===== config.mk =====
export PLATFORM = sky130hd
export DESIGN_NAME = edge_capture_counter
export DESIGN_NICKNAME = d
export VERILOG_FILES = /design/src/rtl/ecc_pkg.sv /design/src/rtl/ecc_edge_detect.sv /design/src/rtl/ecc_link_gen.sv /design/src/rtl/edge_capture_counter.sv
export SDC_FILE = /design/constraint.sdc
export NUM_CORES = 1
export LEC_CHECK = 0
export ABC_AREA = 1
export BUFFER_PORTS_ARGS = -buffer_cell sky130_fd_sc_hd__buf_2
export CAP_MARGIN = 20
export CORE_MARGIN = 5
export CORE_UTILIZATION = 30
export CTS_CLUSTER_DIAMETER = 40
export DETAILED_ROUTE_END_ITERATION = 7
export PLACE_DENSITY = 0.52
export SKIP_CTS_REPAIR_TIMING = 1
export SLEW_MARGIN = 20
export SYNTH_ARGS = -nofsm -noshare
export SYNTH_HDL_FRONTEND = slang
export SYNTH_SLANG_ARGS = --single-unit

===== constraint.sdc =====
create_clock -name clk -period 2.5 [get_ports clk]
set_input_delay 0.125 -clock clk [delete_from_list [all_inputs] [get_ports clk]]
set_output_delay 0.125 -clock clk [all_outputs]
set_load 0.01 [all_outputs]

===== src/rtl/ecc_pkg.sv =====
// Package: shared constants and command encoding for the capture counter.
// Assumes a 5-bit host address space with the parameter array in the upper half.
package ecc_pkg;
    localparam int DATA_W     = 16;
    localparam int ADDR_W     = 5;
    localparam int CHANNELS   = 16;
    localparam int LINK_MAX   = 8;
    localparam int PARAM_DEPTH = 16;

    typedef enum logic [1:0] {
        CMD_IDLE     = 2'b00,
        CMD_INIT_TB  = 2'b01,
        CMD_INIT_PRM = 2'b10,
        CMD_IDLE_HI  = 2'b11
    } svc_cmd_e;

    localparam logic [ADDR_W-1:0] RA_CTRL  = 5'd0;
    localparam logic [ADDR_W-1:0] RA_LINK  = 5'd1;
    localparam logic [ADDR_W-1:0] RA_MAX   = 5'd2;
    localparam logic [ADDR_W-1:0] RA_COUNT = 5'd3;
    localparam logic [ADDR_W-1:0] RA_FINAL = 5'd4;
    localparam logic [ADDR_W-1:0] RA_LAST  = 5'd5;
    localparam logic [ADDR_W-1:0] RA_CMD   = 5'd6;
    localparam logic [ADDR_W-1:0] RA_STAT  = 5'd7;
endpackage


===== src/rtl/ecc_edge_detect.sv =====
// Module: two-flop pin synchronizer followed by a selectable edge detector.
// Assumes pin_in is asynchronous; edge_o is combinational from registered state.
module ecc_edge_detect (
    input  logic       clk,
    input  logic       rst_n,
    input  logic       pin_in,
    input  logic [1:0] sel,
    output logic       edge_o
);
    logic s1, s2, prev;

    // Purpose: bring the pin into the clock domain and keep one older sample.
    always_ff @(posedge clk) begin
        if (!rst_n) begin
            s1   <= 1'b0;
            s2   <= 1'b0;
            prev <= 1'b0;
        end else begin
            s1   <= pin_in;
            s2   <= s1;
            prev <= s2;
        end
    end

    // Purpose: qualify rising and falling transitions against the selection.
    always_comb begin
        edge_o = (sel[0] & s2 & ~prev) | (sel[1] & ~s2 & prev);
    end

    a_r3_no_edge_when_off: assert property (@(posedge clk) disable iff (!rst_n)
        (sel == 2'b00) |-> !edge_o);
endmodule


===== src/rtl/ecc_link_gen.sv =====
// Module: builds a wrapping one-bit-per-channel link request pulse.
// Assumes CHANNELS is a power of two so channel arithmetic wraps naturally.
module ecc_link_gen #(
    parameter int CHANNELS = 16,
    parameter int LINK_MAX = 8,
    localparam int CH_W    = $clog2(CHANNELS)
) (
    input  logic                clk,
    input  logic                rst_n,
    input  logic                fire,
    input  logic [CH_W-1:0]     first_ch,
    input  logic [CH_W-1:0]     ch_count,
    output logic [CHANNELS-1:0] link_req
);
    logic [CH_W-1:0]     eff_count;
    logic [CHANNELS-1:0] mask;

    // Purpose: clamp the requested group size to the supported maximum.
    always_comb begin
        eff_count = (ch_count > CH_W'(LINK_MAX)) ? CH_W'(LINK_MAX) : ch_count;
    end

    genvar j;
    generate
        for (j = 0; j < CHANNELS; j++) begin : g_ch
            logic [CH_W-1:0] offs;
            // Purpose: a channel belongs to the group if its wrapped offset is in range.
            always_comb begin
                offs    = CH_W'(j) - first_ch;
                mask[j] = (offs < eff_count);
            end
        end
    endgenerate

    // Purpose: emit the group mask for exactly one cycle per completion.
    always_ff @(posedge clk) begin
        if (!rst_n) link_req <= '0;
        else        link_req <= fire ? mask : '0;
    end

    a_r8_link_group_size: assert property (@(posedge clk) disable iff (!rst_n)
        $countones(link_req) <= LINK_MAX);
    a_r8_link_from_completion: assert property (@(posedge clk) disable iff (!rst_n)
        (|link_req) |-> $past(fire));
endmodule


===== src/rtl/edge_capture_counter.sv =====
// Module: input-capture channel with transition counting, final capture,
// interrupt and link generation. Holds the host registers and parameter array.
// Assumes host writes are single-cycle strobes; reads are combinational.
module edge_capture_counter
    import ecc_pkg::*;
#(
    parameter int DW      = DATA_W,
    parameter int AW      = ADDR_W,
    parameter int NCH     = CHANNELS,
    parameter int NLINK   = LINK_MAX,
    parameter int PDEPTH  = PARAM_DEPTH,
    localparam int PIDX_W = $clog2(PDEPTH),
    localparam int CH_W   = $clog2(NCH)
) (
    input  logic          clk,
    input  logic          rst_n,
    input  logic          pin_in,
    input  logic [DW-1:0] tb_a,
    input  logic [DW-1:0] tb_b,
    input  logic          host_wr,
    input  logic [AW-1:0] host_addr,
    input  logic [DW-1:0] host_wdata,
    output logic [DW-1:0] host_rdata,
    output logic          irq,
    output logic [NCH-1:0] link_req
);
    logic [8:0]    ctrl_q;
    logic [DW-1:0] link_q, max_q, cnt_q, final_q, last_q, cap_q;
    logic [1:0]    seq_q;
    logic          armed_q, pend_q, pmode_q, irq_q;
    logic [DW-1:0] param_q [PDEPTH];

    logic          edge_raw, edge_q, init_cmd, hit, stop, wr_cmd, wr_stat;
    logic [DW-1:0] cnt_inc, sample;
    svc_cmd_e      cmd;

    ecc_edge_detect u_edge (
        .clk(clk), .rst_n(rst_n), .pin_in(pin_in),
        .sel(ctrl_q[1:0]), .edge_o(edge_raw)
    );

    ecc_link_gen #(.CHANNELS(NCH), .LINK_MAX(NLINK)) u_link (
        .clk(clk), .rst_n(rst_n), .fire(hit && seq_q[1] && !init_cmd),
        .first_ch(link_q[15:12]), .ch_count(link_q[11:8]), .link_req(link_req)
    );

    // Purpose: decode host strobes and the service-path arithmetic.
    always_comb begin
        wr_cmd   = host_wr && (host_addr == RA_CMD);
        wr_stat  = host_wr && (host_addr == RA_STAT);
        cmd      = svc_cmd_e'(host_wdata[1:0]);
        init_cmd = wr_cmd && (cmd == CMD_INIT_TB || cmd == CMD_INIT_PRM);
        edge_q   = edge_raw && armed_q;
        cnt_inc  = cnt_q + 1'b1;
        sample   = pmode_q ? param_q[link_q[PIDX_W-1:0]] : cap_q;
        hit      = pend_q && (cnt_inc == max_q);
        stop     = hit && !seq_q[0];
    end

    // Purpose: host-writable configuration and the parameter array.
    always_ff @(posedge clk) begin
        if (!rst_n) begin
            ctrl_q <= '0;
            link_q <= '0;
            max_q  <= '0;
            seq_q  <= '0;
            for (int i = 0; i < PDEPTH; i++) param_q[i] <= '0;
        end else if (host_wr) begin
            if (host_addr == RA_CTRL) ctrl_q <= host_wdata[8:0];
            if (host_addr == RA_LINK) link_q <= host_wdata;
            if (host_addr == RA_MAX)  max_q  <= host_wdata;
            if (wr_cmd)               seq_q  <= host_wdata[3:2];
            if (host_addr[AW-1])      param_q[host_addr[PIDX_W-1:0]] <= host_wdata;
        end
    end

    // Purpose: edge capture, transition counting and completion handling.
    always_ff @(posedge clk) begin
        if (!rst_n) begin
            cnt_q   <= '0;
            final_q <= '0;
            last_q  <= '0;
            cap_q   <= '0;
            armed_q <= 1'b0;
            pend_q  <= 1'b0;
            pmode_q <= 1'b0;
        end else if (init_cmd) begin
            cnt_q   <= '0;
            armed_q <= 1'b1;
            pend_q  <= 1'b0;
            pmode_q <= (cmd == CMD_INIT_PRM);
        end else begin
            pend_q <= edge_q && !stop;
            if (edge_q) cap_q <= ctrl_q[2] ? tb_b : tb_a;
            if (pend_q) begin
                if (hit) begin
                    final_q <= sample;
                    cnt_q   <= seq_q[0] ? '0 : cnt_inc;
                    if (stop) armed_q <= 1'b0;
                end else begin
                    last_q <= sample;
                    cnt_q  <= cnt_inc;
                end
            end
        end
    end

    // Purpose: sticky interrupt, set on completion, cleared by writing 1.
    always_ff @(posedge clk) begin
        if (!rst_n)                        irq_q <= 1'b0;
        else if (hit && !init_cmd)         irq_q <= 1'b1;
        else if (wr_stat && host_wdata[0]) irq_q <= 1'b0;
    end

    assign irq = irq_q;

    // Purpose: host read multiplexer.
    always_comb begin
        host_rdata = '0;
        if (host_addr[AW-1]) host_rdata = param_q[host_addr[PIDX_W-1:0]];
        else begin
            case (host_addr)
                RA_CTRL:  host_rdata = {{(DW-9){1'b0}}, ctrl_q};
                RA_LINK:  host_rdata = link_q;
                RA_MAX:   host_rdata = max_q;
                RA_COUNT: host_rdata = cnt_q;
                RA_FINAL: host_rdata = final_q;
                RA_LAST:  host_rdata = last_q;
                RA_CMD:   host_rdata = {{(DW-4){1'b0}}, seq_q, 2'b00};
                RA_STAT:  host_rdata = {{(DW-2){1'b0}}, armed_q, irq_q};
                default:  host_rdata = '0;
            endcase
        end
    end

    a_r4_count_steps_by_one: assert property (@(posedge clk) disable iff (!rst_n)
        (pend_q && !hit && !init_cmd) |=> ((cnt_q - $past(cnt_q)) == DW'(1)));
    a_r5_final_holds_midcount: assert property (@(posedge clk) disable iff (!rst_n)
        (pend_q && !hit && !init_cmd) |=> $stable(final_q));
    a_r6_last_holds_on_final: assert property (@(posedge clk) disable iff (!rst_n)
        (hit && !init_cmd) |=> ($stable(last_q) && irq));
    a_r9_single_shot_idle: assert property (@(posedge clk) disable iff (!rst_n)
        (!armed_q && !pend_q && !init_cmd) |=> $stable(cnt_q));
    a_r9_continuous_rearm: assert property (@(posedge clk) disable iff (!rst_n)
        (hit && seq_q[0] && !init_cmd) |=> (cnt_q == '0 && armed_q));
    a_r2_init_clears: assert property (@(posedge clk) disable iff (!rst_n)
        init_cmd |=> (cnt_q == '0 && armed_q && !pend_q));
    // Unused bits of the link word beyond the parameter index are kept for readback.
endmodule


==> impl_metrics.env <==
export IMPL_start_util_pct=30.3
export IMPL_min_path_cells=4
export IMPL_ios=90
export IMPL_synthToLayoutAreaGrowth_pct=25.2
export IMPL_grt_pass1_wl_mm=117
export IMPL_cts_tree="done"
export IMPL_port_buffers=89
export IMPL_tightestPinTransition_ns=0.913
export IMPL_viasPerCell=5.44
export IMPL_yosysUniqueCellTypes=46
export IMPL_worstSetupStartpointType="register"
export IMPL_routed_wl_mm=81.3
export IMPL_syn_area_per_cell_um2=8.35
export IMPL_grt_start_max_net_pins=110
export IMPL_syn_num_nets=2538
export IMPL_worstHoldPathType="input pin to register"
export IMPL_criticalPathCategory="register to primary output"
export IMPL_clkLatencyLatePin_ns=0.63
export IMPL_period_share_pct=100
export IMPL_die_area_um2=73300
export IMPL_finalCriticalPeriod_ns=2.51
export IMPL_end_kind="primary output"
export IMPL_drv_cap=0
export IMPL_setup_viol=1
export IMPL_drtAntennaViolNets=0
export IMPL_setup_slack_ns=-0.00609
export IMPL_synth_warnings=0
export IMPL_ys_seq_area_share_pct=50.8
export IMPL_cts_buffers=59
export IMPL_min_from="rst_n"
export IMPL_rrSetupSlack_ns=0.10
export IMPL_die_w_um=271
export IMPL_globalplace_congestion=0.958
export IMPL_hold_path_endpoint="last_q[14]"
export IMPL_clock_path_buffers=3
export IMPL_drcViolationCount=0
export IMPL_die_h_um=271
export IMPL_path_max_fanout=2
export IMPL_clock_fmax_mhz=399
export IMPL_fin_worst_skew_ns=0.0233
export IMPL_peakVddDrop_mv=0.516
export IMPL_synthArstFlopShare_pct=0
export IMPL_violations="negative setup slack"
export IMPL_drt_iter0_drc=2247
export IMPL_power_static_leakage_nw=9.74
export IMPL_htreeDepth=2
export IMPL_relSlewSlack_pct=39.1
export IMPL_grt_overflow_total=0
export IMPL_instances_no_fill=3558
export IMPL_netlist_area_um2=20400
export IMPL_ys_ff_latch=390
export IMPL_synth_edf_count=256
export IMPL_rows=95
export IMPL_finalHoldViolations=0
export IMPL_cp_data_arrival_time_ns=2.38
export IMPL_p_total_w=0.0173
export IMPL_final_net_count=2726
export IMPL_r2r_worst_path_cells=11
export IMPL_coreArea_um2=67300
export IMPL_status="complete, but fails checks"
export IMPL_finalMaxSlewViolations=0
export IMPL_cp_required_ns=2.38
export IMPL_netlist_instances=2443
export IMPL_grt_use_total_pct=21.0
export IMPL_clk_pin_slew_ns=0.06
export IMPL_power_density_nw_per_um2=679
export IMPL_rsz0062_at_grt="true"
export IMPL_cts_root_buf="clkbuf_16"
export IMPL_first_pass_iters=6
export IMPL_dp_hpwl_mm=55.5
export IMPL_dp_cells=3384
export IMPL_dp_slack_ns=-0.0408
export IMPL_vias=19358
export IMPL_synth_ff_type="edfxtp_1"
export IMPL_wire_per_inst_um=22.8
export IMPL_grt_pass1_vias=17967
export IMPL_layout_drive_gt1_share_pct=16.3
export IMPL_antenna_found_initial=7
export IMPL_cts_sinks=390
export IMPL_r2r_end="final_q[12]"
==> report_power, final <==
group | total [W] | switching [W] | leakage, nW | internal (W)
clock network | 0.00864 | 0.00334 | 0.992 | 0.00530
logic | 0.00146 | 0.000966 | 5.23 | 0.000493
registers | 0.00724 | 0.000139 | 3.52 | 0.00710
total | 0.0173 | 0.00445 | 9.74 | 0.0129
==> layout by cell type, fill, tap and decap left out, drive strengths merged, types with 46 or more instances in the layout <==
| cell type | instances |
|---|---|
| a21oi | 162 |
| dfxtp | 134 |
| nand3 | 128 |
| clkbuf | 69 |
| buf | 247 |
| o211ai | 46 |
| o21ai | 216 |
| inv | 181 |
| nor2 | 552 |
| nand2 | 289 |
| a22oi | 128 |
| dlygate4sd3 | 50 |
| edfxtp | 256 |
==> worst max-delay path, stage by stage, from the launching register on <==
cell and delay, ns:
edfxtp_1 0.41, a22oi_1 0.19, nand2_1 0.07, nand2_1 0.08
nand2_2 0.11, o31ai_4 0.36, o2111ai_2 0.20, buf_4 0.19
buf_2 0.13
==> cells in the mapped netlist, types with 2 or more instances <==
master     instances  area (µm²)
a2111oi_0          2        17.5
a211oi_1          10        75.1
a21boi_0           8        60.1
a21o_1            10        75.1
a21oi_1          162         811
a221oi_1           3        26.3
a22oi_1          128         961
buf_1             21        78.8
buf_2              9        45.0
buf_4              4        30.0
buf_6              3        33.8
clkbuf_1         134         503
clkinv_1          12        45.0
dfxtp_1          134        2680
edfxtp_1         256        7690
ha_1              38         475
inv_1            163         612
inv_2              8        30.0
nand2_1          272        1020
nand2_2           16         100
nand3_1          125         626
nand3_2            2        20.0
nand4_1           11        68.8
nor2_1           539        2020
nor2_2             4        25.0
nor2_4             9         101
nor3_1            10        50.1
o2111ai_1          7        61.3
o211ai_1          46         345
o21ai_0          212        1060
o21ai_1            4        20.0
o21bai_1          18         135
o221ai_1          19         166
o22ai_1           18         113
o31ai_1            9        67.6
or2_2              2        12.5
xnor2_1            3        26.3
xor2_1             4        35.0
==> kinds of logic (layout without fill, tap and decap cells) <==
kind of cell,count (synthesis),in the layout,synth area share (%)
and+or+nand+nor,996,996,20.1
AOI/OAI and AO/OA,658,658,19.7
DFF,390,390,50.8
buffers and inverters,354,592,6.75
adders and majority gates,38,38,2.33
xor gates and xnor gates,7,7,0.301
other,0,4,0
==> worst max path at each step <==
stage / startpoint / end / slack, ns / depth (start not counted)
after global placement: host_addr[1] / host_rdata[8] / -0.04 / 12
after floorplan: cnt_q[0] / cnt_q[11] / 0.34 / 15
after CTS: param_q[0][8] / host_rdata[8] / -0.32 / 8
after detailed placement: host_addr[1] / host_rdata[8] / -0.04 / 12
after global routing: param_q[0][8] / host_rdata[8] / -0.08 / 8
final: param_q[8][8] / host_rdata[8] / -0.006 / 8
==> metrics by stage <==
| step | setup TNS, ns | hold slack, ns | instance area, µm² | util, % |
|---|---|---|---|---|
| after detailed placement | -0.0408 | 0.355 | 22700 | 33.7 |
| after global routing | -0.0821 | 0.0873 | 25500 | 38.0 |
| after CTS | -1.16 | -0.298 | 24700 | 36.8 |
| after floorplan | 0 | 0.223 | 20400 | - |
| final | -0.00609 | 0.0859 | 25500 | 38.0 |
| after global placement | -0.0401 | 0.358 | 22700 | 33.7 |
==> state kept, by name (all words and copies together) (netlist names), named ones only <==
signal	cells
param_q	256
cap_q	16
cnt_q	16
final_q	16
last_q	16
link_q	16
max_q	16
u_link.link_req	16
ctrl_q	9
seq_q	2
armed_q	1
irq	1
pend_q	1
pmode_q	1
u_edge.prev	1
u_edge.s1	1
u_edge.s2	1
==> per-layer routing <==
metal	global-route usage [%]	part of all wire, %	routed length [µm]
met5	0	0.023	19
met4	7.64	4.3	3470
met3	4.76	9.1	7390
met2	33.1	45	36400
met1	28.3	42	34000
==> area by class of cell <==
type                       instances  area, µm²
clock buffer                      68       1570
multi-input combinational       1699       8870
clock inverter                    43        493
sequential                       390      10400
antenna                            4       10.0
timing repair buffer             298       2430
inverter                         183        692
fill                            6770      41700
tap                              873       1090
Power figures use the tool's default switching activity.
